$ cat src/rtl/tile_vga_renderer.sv
module tile_vga_renderer #(
  parameter int H_VIS       = 640,
  parameter int H_FP        = 16,
  parameter int H_SYNC      = 96,
  parameter int H_BP        = 48,
  parameter int V_VIS       = 480,
  parameter int V_FP        = 10,
  parameter int V_SYNC      = 2,
  parameter int V_BP        = 33,
  parameter int H_BITS      = 10,
  parameter int V_BITS      = 10,
  parameter int TILE_W_LOG2 = 5,
  parameter int TILE_H_LOG2 = 4,
  parameter int PAD_W       = 64,
  parameter int PAD_H       = 8,
  parameter int BALL_SZ     = 8
) (
  input  logic                          clk,
  input  logic                          rst_n,
  input  logic [H_BITS-1:0]             paddle_x,
  input  logic [V_BITS-1:0]             paddle_y,
  input  logic [H_BITS-1:0]             ball_x,
  input  logic [V_BITS-1:0]             ball_y,
  output logic [H_BITS-TILE_W_LOG2-1:0] map_col,
  output logic [V_BITS-TILE_H_LOG2-1:0] map_row,
  input  logic                          map_bit,
  output logic                          hsync_n,
  output logic                          vsync_n,
  output logic                          red,
  output logic                          green,
  output logic                          blue,
  output logic                          level_clear
);
  localparam int H_TOT  = H_VIS + H_FP + H_SYNC + H_BP;
  localparam int V_TOT  = V_VIS + V_FP + V_SYNC + V_BP;
  localparam int HS_BEG = H_VIS + H_FP;
  localparam int HS_END = HS_BEG + H_SYNC;
  localparam int VS_BEG = V_VIS + V_FP;
  localparam int VS_END = VS_BEG + V_SYNC;

  logic [H_BITS-1:0] hcnt;
  logic [V_BITS-1:0] vcnt;
  logic [2:0]        rgb_q;
  logic              seen;

  wire line_end  = (hcnt == H_BITS'(H_TOT - 1));
  wire frame_end = line_end && (vcnt == V_BITS'(V_TOT - 1));
  wire visible   = (hcnt < H_BITS'(H_VIS)) && (vcnt < V_BITS'(V_VIS));
  wire brick     = visible && map_bit;

  wire [H_BITS:0] hx = {1'b0, hcnt};
  wire [V_BITS:0] vx = {1'b0, vcnt};

  wire in_pad = (hx >= {1'b0, paddle_x}) && (hx < {1'b0, paddle_x} + (H_BITS+1)'(PAD_W)) &&
                (vx >= {1'b0, paddle_y}) && (vx < {1'b0, paddle_y} + (V_BITS+1)'(PAD_H));
  wire in_ball = (hx >= {1'b0, ball_x}) && (hx < {1'b0, ball_x} + (H_BITS+1)'(BALL_SZ)) &&
                 (vx >= {1'b0, ball_y}) && (vx < {1'b0, ball_y} + (V_BITS+1)'(BALL_SZ));

  assign map_col = hcnt[H_BITS-1:TILE_W_LOG2];
  assign map_row = vcnt[V_BITS-1:TILE_H_LOG2];

  logic [2:0] pix;
  always_comb begin
    if (!visible)     pix = 3'b000;
    else if (in_ball) pix = 3'b111;
    else if (in_pad)  pix = 3'b011;
    else if (brick)   pix = 3'b100;
    else              pix = 3'b000;
  end

  always_ff @(posedge clk or negedge rst_n) begin
    if (!rst_n) begin
      hcnt <= '0;
      vcnt <= '0;
    end else if (line_end) begin
      hcnt <= '0;
      vcnt <= frame_end ? '0 : vcnt + 1'b1;
    end else begin
      hcnt <= hcnt + 1'b1;
    end
  end

  always_ff @(posedge clk or negedge rst_n) begin
    if (!rst_n) begin
      hsync_n     <= 1'b1;
      vsync_n     <= 1'b1;
      rgb_q       <= 3'b000;
      seen        <= 1'b0;
      level_clear <= 1'b0;
    end else begin
      hsync_n <= !((hcnt >= H_BITS'(HS_BEG)) && (hcnt < H_BITS'(HS_END)));
      vsync_n <= !((vcnt >= V_BITS'(VS_BEG)) && (vcnt < V_BITS'(VS_END)));
      rgb_q   <= pix;
      if (frame_end) begin
        level_clear <= !(seen || brick);
        seen        <= 1'b0;
      end else if (brick) begin
        seen <= 1'b1;
      end
    end
  end

  assign {red, green, blue} = rgb_q;

  assert_hcnt_wrap_R1: assert property (@(posedge clk) disable iff (!rst_n)
    (hcnt == H_BITS'(H_TOT - 1)) |=> (hcnt == '0));

  assert_vcnt_hold_R2: assert property (@(posedge clk) disable iff (!rst_n)
    (hcnt != H_BITS'(H_TOT - 1)) |=> $stable(vcnt));

  assert_vcnt_range_R2: assert property (@(posedge clk) disable iff (!rst_n)
    vcnt < V_BITS'(V_TOT));

  assert_blank_dark_R4: assert property (@(posedge clk) disable iff (!rst_n)
    (red || green || blue) |-> ($past(hcnt) < H_BITS'(H_VIS)) && ($past(vcnt) < V_BITS'(V_VIS)));

  assert_flag_frame_only_R8: assert property (@(posedge clk) disable iff (!rst_n)
    !frame_end |=> $stable(level_clear));
endmodule

$ cat config.mk
export PLATFORM = sky130hd
export DESIGN_NAME = tile_vga_renderer
export DESIGN_NICKNAME = d
export VERILOG_FILES = /design/src/rtl/tile_vga_renderer.sv
export SDC_FILE = /design/constraint.sdc
export NUM_CORES = 1
export LEC_CHECK = 0
export BUFFER_PORTS_ARGS = -buffer_cell sky130_fd_sc_hd__buf_4
export CORE_MARGIN = 1
export CORE_UTILIZATION = 58
export CTS_BUF_LIST = sky130_fd_sc_hd__clkbuf_8
export DETAILED_ROUTE_END_ITERATION = 8
export GPL_TIMING_DRIVEN = 1
export PLACE_DENSITY = 0.81
export SLEW_MARGIN = 15
export SYNTH_ARGS = -nofsm -noshare
export SYNTH_HDL_FRONTEND = slang
export SYNTH_SLANG_ARGS = --single-unit
export TNS_END_PERCENT = 30
$ cat constraint.sdc
create_clock -name clk -period 2.4 [get_ports clk]
set_input_delay 0.48 -clock clk [delete_from_list [all_inputs] [get_ports clk]]
set_output_delay 0.48 -clock clk [all_outputs]
set_load 0.01 [all_outputs]
Word-level counts from Yosys, hierarchy flattened
Cells that the tools add are included.
- multiplexer cells: 8
- reduce and logical (&&, ||, !) cells: 16
- add/subtract/negate cells: 6
- order comparisons: 14
- eq/ne operators: 2
- operator list (kind ; count):
    10-bit by 11-bit less-than comparator with 1-bit output ; 4
    10-bit >= comparator ; 4
    10-bit by 4-bit adder with 11-bit output (second input constant) ; 3
    10-bit by 1-bit adder with 10-bit output (second input constant) ; 2
    10-bit equality test (second input constant) ; 2
    10-bit less-than comparator (second input constant) ; 2
    10-bit by 9-bit less-than comparator with 1-bit output (second input constant) ; 2
    10-bit 2-to-1 mux ; 2
    3-bit 2-to-1 mux ; 4
    10-bit by 7-bit adder with 11-bit output (second input constant) ; 1
    1-bit logical AND ; 11
    10-bit >= comparator (second input constant) ; 1
    10-bit by 9-bit >= comparator with 1-bit output (second input constant) ; 1
    1-bit logical NOT ; 3
    1-bit 2-to-1 mux ; 2
    2-bit nonzero test ; 1
    1-bit logical OR ; 1
- input port bits: 43
- register bits after elaboration: 27

Depth between registers and ports, before layout
- depth in word-level cells: 8
- depth in mapped cells: 11
- mapped depth without buffers: 11

Worst setup path before layout
Ideal clock, no wire load.
- path kind: input-to-reg
- start point: input ball_x[4]
- end point: register rgb_q[1]
- buffers on the path: 0
- stages: 11
- data arrival time: 2115 ps
- slack: 219 ps
- cells stage by stage: inv_1 nor3_1 nand3_1 xnor2_1 ha_1 a21o_1 a21oi_1 nand2_1 nor3_1 o211ai_1 a2bb2o_1
- cells in the longest elaborated chain, start to end: 7
- ends and longest elaborated chain (item ; RTL line ; text):
    start, declared ; 22 ; input logic [H_BITS-1:0] ball_x,
    10-bit by 4-bit adder with 11-bit output ; 56 ; wire in_ball = (hx >= {1'b0, ball_x}) && (hx < {1'b0, ball_x} + (H_BITS+1)'(BALL_SZ)) &&
    10-bit by 11-bit less-than comparator with 1-bit output ; 56 ;
    1-bit logical AND * (2 in series) ; 56 ;
    1-bit logical AND * ; 57 ; (vx >= {1'b0, ball_y}) && (vx < {1'b0, ball_y} + (V_BITS+1)'(BALL_SZ));
    3-bit 2-to-1 mux * ; 65 ; else if (in_ball) pix = 3'b111;
    3-bit 2-to-1 mux * ; 64 ; if (!visible) pix = 3'b000;
    end signal, assigned ; 93 ; rgb_q <= pix;
    end, declared ; 43 ; logic [2:0] rgb_q;
Mark *: on every way between the ends. The rest lies on a longest branch, timed or not.
A chain may end at the register's enable or synchronous reset.

Worst setup path in the final report
Ends and elaborated chain as after synthesis.

==> flow_metrics.env <==
export IMPL_clock_fmax_mhz=430
export IMPL_syn_avg_cell_area_um2=8.58
export IMPL_status="completed"
export IMPL_rrSetupSlack_ns=0.17
export IMPL_fp_dieH_um=76.5
export IMPL_finalCriticalPeriod_ns=2.33
export IMPL_critPathLaunchType="primary input"
export IMPL_report_final_slew_viol_count=0
export IMPL_switching_power_w=0.000268
export IMPL_drc_errors=0
export IMPL_synth_edff_count=0
export IMPL_post_cts_hold_buffer_count=0
export IMPL_count_of_synthesis_stage_warnings_from_yosys=0
export IMPL_cts_tree="built"
export IMPL_route_antenna_remaining_nets=0
export IMPL_cellPowerDensity_nw_per_um2=273
export IMPL_arrival_ns=2.54
export IMPL_die_area_um2=5850
export IMPL_drt_pass1_iterations=4
export IMPL_clk_latency_worst_skew_pair_ns=0.28
export IMPL_synth_async_reset_ratio_pct=100
export IMPL_sw_ratio_pct=25.4
export IMPL_grt_met3_usage_pct=1.68
export IMPL_synth_seq_area_share_pct=20.3
export IMPL_netlist_instances=375
export IMPL_synth_ff_latch_count=26
export IMPL_cp_top_family="compound AO/OA/AOI/OAI gates"
export IMPL_1st_iter_drt_viols=167
export IMPL_max_cap_violations=0
export IMPL_per_cell_routed_wire_length_um=14.6
export IMPL_dominantRegCellSynth="sky130_fd_sc_hd__dfrtp_1"
export IMPL_synth_nets=491
export IMPL_critPathMaxStageDelay_ns=0.30
export IMPL_final_net_count=558
export IMPL_total_buffers_and_inverters_traversed_by_the_critical_path=2
export IMPL_place_area_um2=3770
export IMPL_relSlewSlack_pct=66.6
export IMPL_worstRegToRegCells=8
export IMPL_detailed_place_hpwl_mm=6.00
export IMPL_buffer_ports_inserted=59
export IMPL_worstSetupEndpointType="flop"
export IMPL_grtUsageTotal_pct=26.7
export IMPL_internal_power_w=0.000788
export IMPL_largest_net_degree_at_the_start_of_global_routing=27
export IMPL_timing_critical_path_depth=12
export IMPL_antenna_found_initial=0
export IMPL_die_w_um=76.5
export IMPL_clock_share_of_power_pct=34.8
export IMPL_area_added_between_synthesis_and_finish_pct=20.3
export IMPL_final_design_area_no_fill_um2=3870
export IMPL_tightest_slew_ns=0.501
export IMPL_worst_ir_drop_vdd_mv=0.187
export IMPL_combinationalPowerShare_pct=23.6
export IMPL_worstReg2RegEnd="rgb_q[1]"
export IMPL_h_tree_depth=1
export IMPL_top_ports=60
export IMPL_clock_buffers_created_by_tritoncts=3
export IMPL_placeable_core_area_um2=5240
export IMPL_clock_skew_final_ns=0.00377
export IMPL_vias_per_cell=5.74
export IMPL_power_static_leakage_nw=2.19
export IMPL_cts_buffer_depth=2
export IMPL_clock_tree_sinks=26
export IMPL_setup_viol=0
export IMPL_share_of_cells_above_drive_strength_1_pct=20.6
export IMPL_grt_util_met1_pct=36.0
export IMPL_place_congestion=0.942
export IMPL_vias_in_the_first_global_route=2874
export IMPL_syn_area_um2=3220
export IMPL_synth_cell_type_count=47
export IMPL_crit_chain="buf_4 -> inv_1 -> nor3_2 -> nand3_1 -> xnor2_1 -> ha_1 -> a21o_1 -> a21oi_1 -> nand2_1 -> o221ai_2 -> o211ai_1 -> a2bb2o_1"
export IMPL_routed_wirelength_mm=7.49
export IMPL_hold_worst_slack_ns=0.0967
export IMPL_timing_hold_worst_class="in -> async"
export IMPL_grt_first_pass_wirelength_mm=12.8
export IMPL_insertedDiodeCount=0
export IMPL_finalHoldViolCount=0
export IMPL_critical_path_slowest_cell="sky130_fd_sc_hd__ha_1"
export IMPL_detailroute_via_count=2933
export IMPL_gr_total_overflow=0
export IMPL_timing_rr_start="hcnt[0]"
export IMPL_path_clk_slew_ns=0.09
export IMPL_criticalPathCategory="in -> reg"
export IMPL_timing_critical_path_fanout_max=3
export IMPL_required_ns=2.62
export IMPL_gr_usage_met2_pct=45.0
export IMPL_starting_density_of_the_core_pct=61.5
export IMPL_gr_max_usage_layer="met2"
export IMPL_post_route_period_util_pct=96.9
export IMPL_power_sequential_fraction_pct=41.6
export IMPL_root_buf_cell="sky130_fd_sc_hd__clkbuf_8"
export IMPL_placement_rows=26
[flip-flops by register name (all words and copies together) (netlist names)]
name and count:
seen 1, level_clear 1, vsync_n 1, vcnt 10, hcnt 10, hsync_n 1
rgb_q 2
[area by class of cell]
class / count / area (um^2)
tap: 70 / 87.6
fill: 419 / 1360
clock buffer: 3 / 41.3
inverter: 52 / 195
sequential: 26 / 653
timing repair buffer: 76 / 571
clock inverter: 1 / 30.0
multi-input combinational: 283 / 2300
[cell usage in the layout, fill, tap and decap left out, drive strengths merged, types with 10 or more instances in the layout]
cell	count
a21o	10
a21oi	18
buf	76
dfrtp	24
ha	73
inv	52
nand2	18
nand3	22
nor2	14
o21ai	17
xnor2	23
[metal layers]
| layer | vias up | wire, um | part of all wire, % |
|---|---|---|---|
| li1 | 1460 | - | - |
| met4 | 0 | 137 | 1.8 |
| met2 | 77 | 3520 | 47 |
| met1 | 1383 | 3570 | 48 |
| met5 | - | 0 | 0 |
| met3 | 13 | 250 | 3.3 |
[Yosys cell counts (all sizes together) (3+ instances only)]
library cell / count / area (um^2)
a211oi: 3 / 22.5
a21o: 10 / 75.1
a21oi: 18 / 90.1
and3: 9 / 56.3
buf: 13 / 95.1
dfrtp: 24 / 601
ha: 73 / 913
inv: 52 / 195
nand2: 18 / 67.6
nand2b: 3 / 18.8
nand3: 22 / 110
nand4: 6 / 50.0
nor2: 14 / 52.6
nor2b: 9 / 56.3
nor3: 9 / 56.3
nor4b: 3 / 32.5
o2111ai: 4 / 35.0
o211ai: 5 / 37.5
o21a: 7 / 52.6
o21ai: 17 / 85.1
xnor2: 23 / 201
xor2: 5 / 43.8
[through the flow]
stage,worst slack (ns),power (W),std cells,utilization [%],setup TNS (ns)
after detailed placement,-0.118,0.000691,506,72.0,-0.223
after global routing,-0.0554,0.00111,511,74.0,-0.0560
after CTS,0.155,0.00105,510,73.3,0
after floorplan,0.219,0.000576,375,-,0
after global placement,-0.113,0.000681,506,72.0,-0.187
final,0.0734,0.00106,511,74.0,0
[power groups by stage]
stage	logic, W	registers (W)	clock network (W)
global route	0.000283	0.000439	0.000389
finish	0.000249	0.000439	0.000368
detailed placement	0.000243	0.000448	0
floorplan	0.000128	0.000448	0
CTS	0.000245	0.000439	0.000370
global placement	0.000233	0.000448	0
[worst max path at each step]
stage	endpoint	slack (ns)	from
finish	rgb_q[1]	0.07	ball_x[4]
global route	rgb_q[1]	-0.06	ball_x[4]
CTS	rgb_q[1]	0.15	ball_x[4]
detailed placement	rgb_q[1]	-0.12	ball_x[4]
global placement	rgb_q[2]	-0.11	paddle_y[3]
floorplan	rgb_q[1]	0.22	ball_x[4]
[kinds of logic (layout without fill, tap and decap cells)]
| group | after synthesis | count (layout) | share of synthesized area, % |
|---|---|---|---|
| buffers and inverters | 66 | 132 | 9.17 |
| XOR/XNOR | 28 | 28 | 7.62 |
| AO/OA/AOI/OAI | 79 | 79 | 16.2 |
| adder cells (fa/ha/maj) | 73 | 73 | 28.4 |
| multiplexers | 2 | 2 | 0.661 |
| flip-flops | 26 | 26 | 20.3 |
| AND/OR/NAND/NOR | 101 | 101 | 17.7 |
[repair_timing]
| item | in CTS | in global routing |
|---|---|---|
| gates resized for setup | 0 | 4 |
| setup buffers | 0 | 1 |
| setup endpoints to repair | 0 | 2 |
No activity file was read; power rests on OpenSTA's default activity.
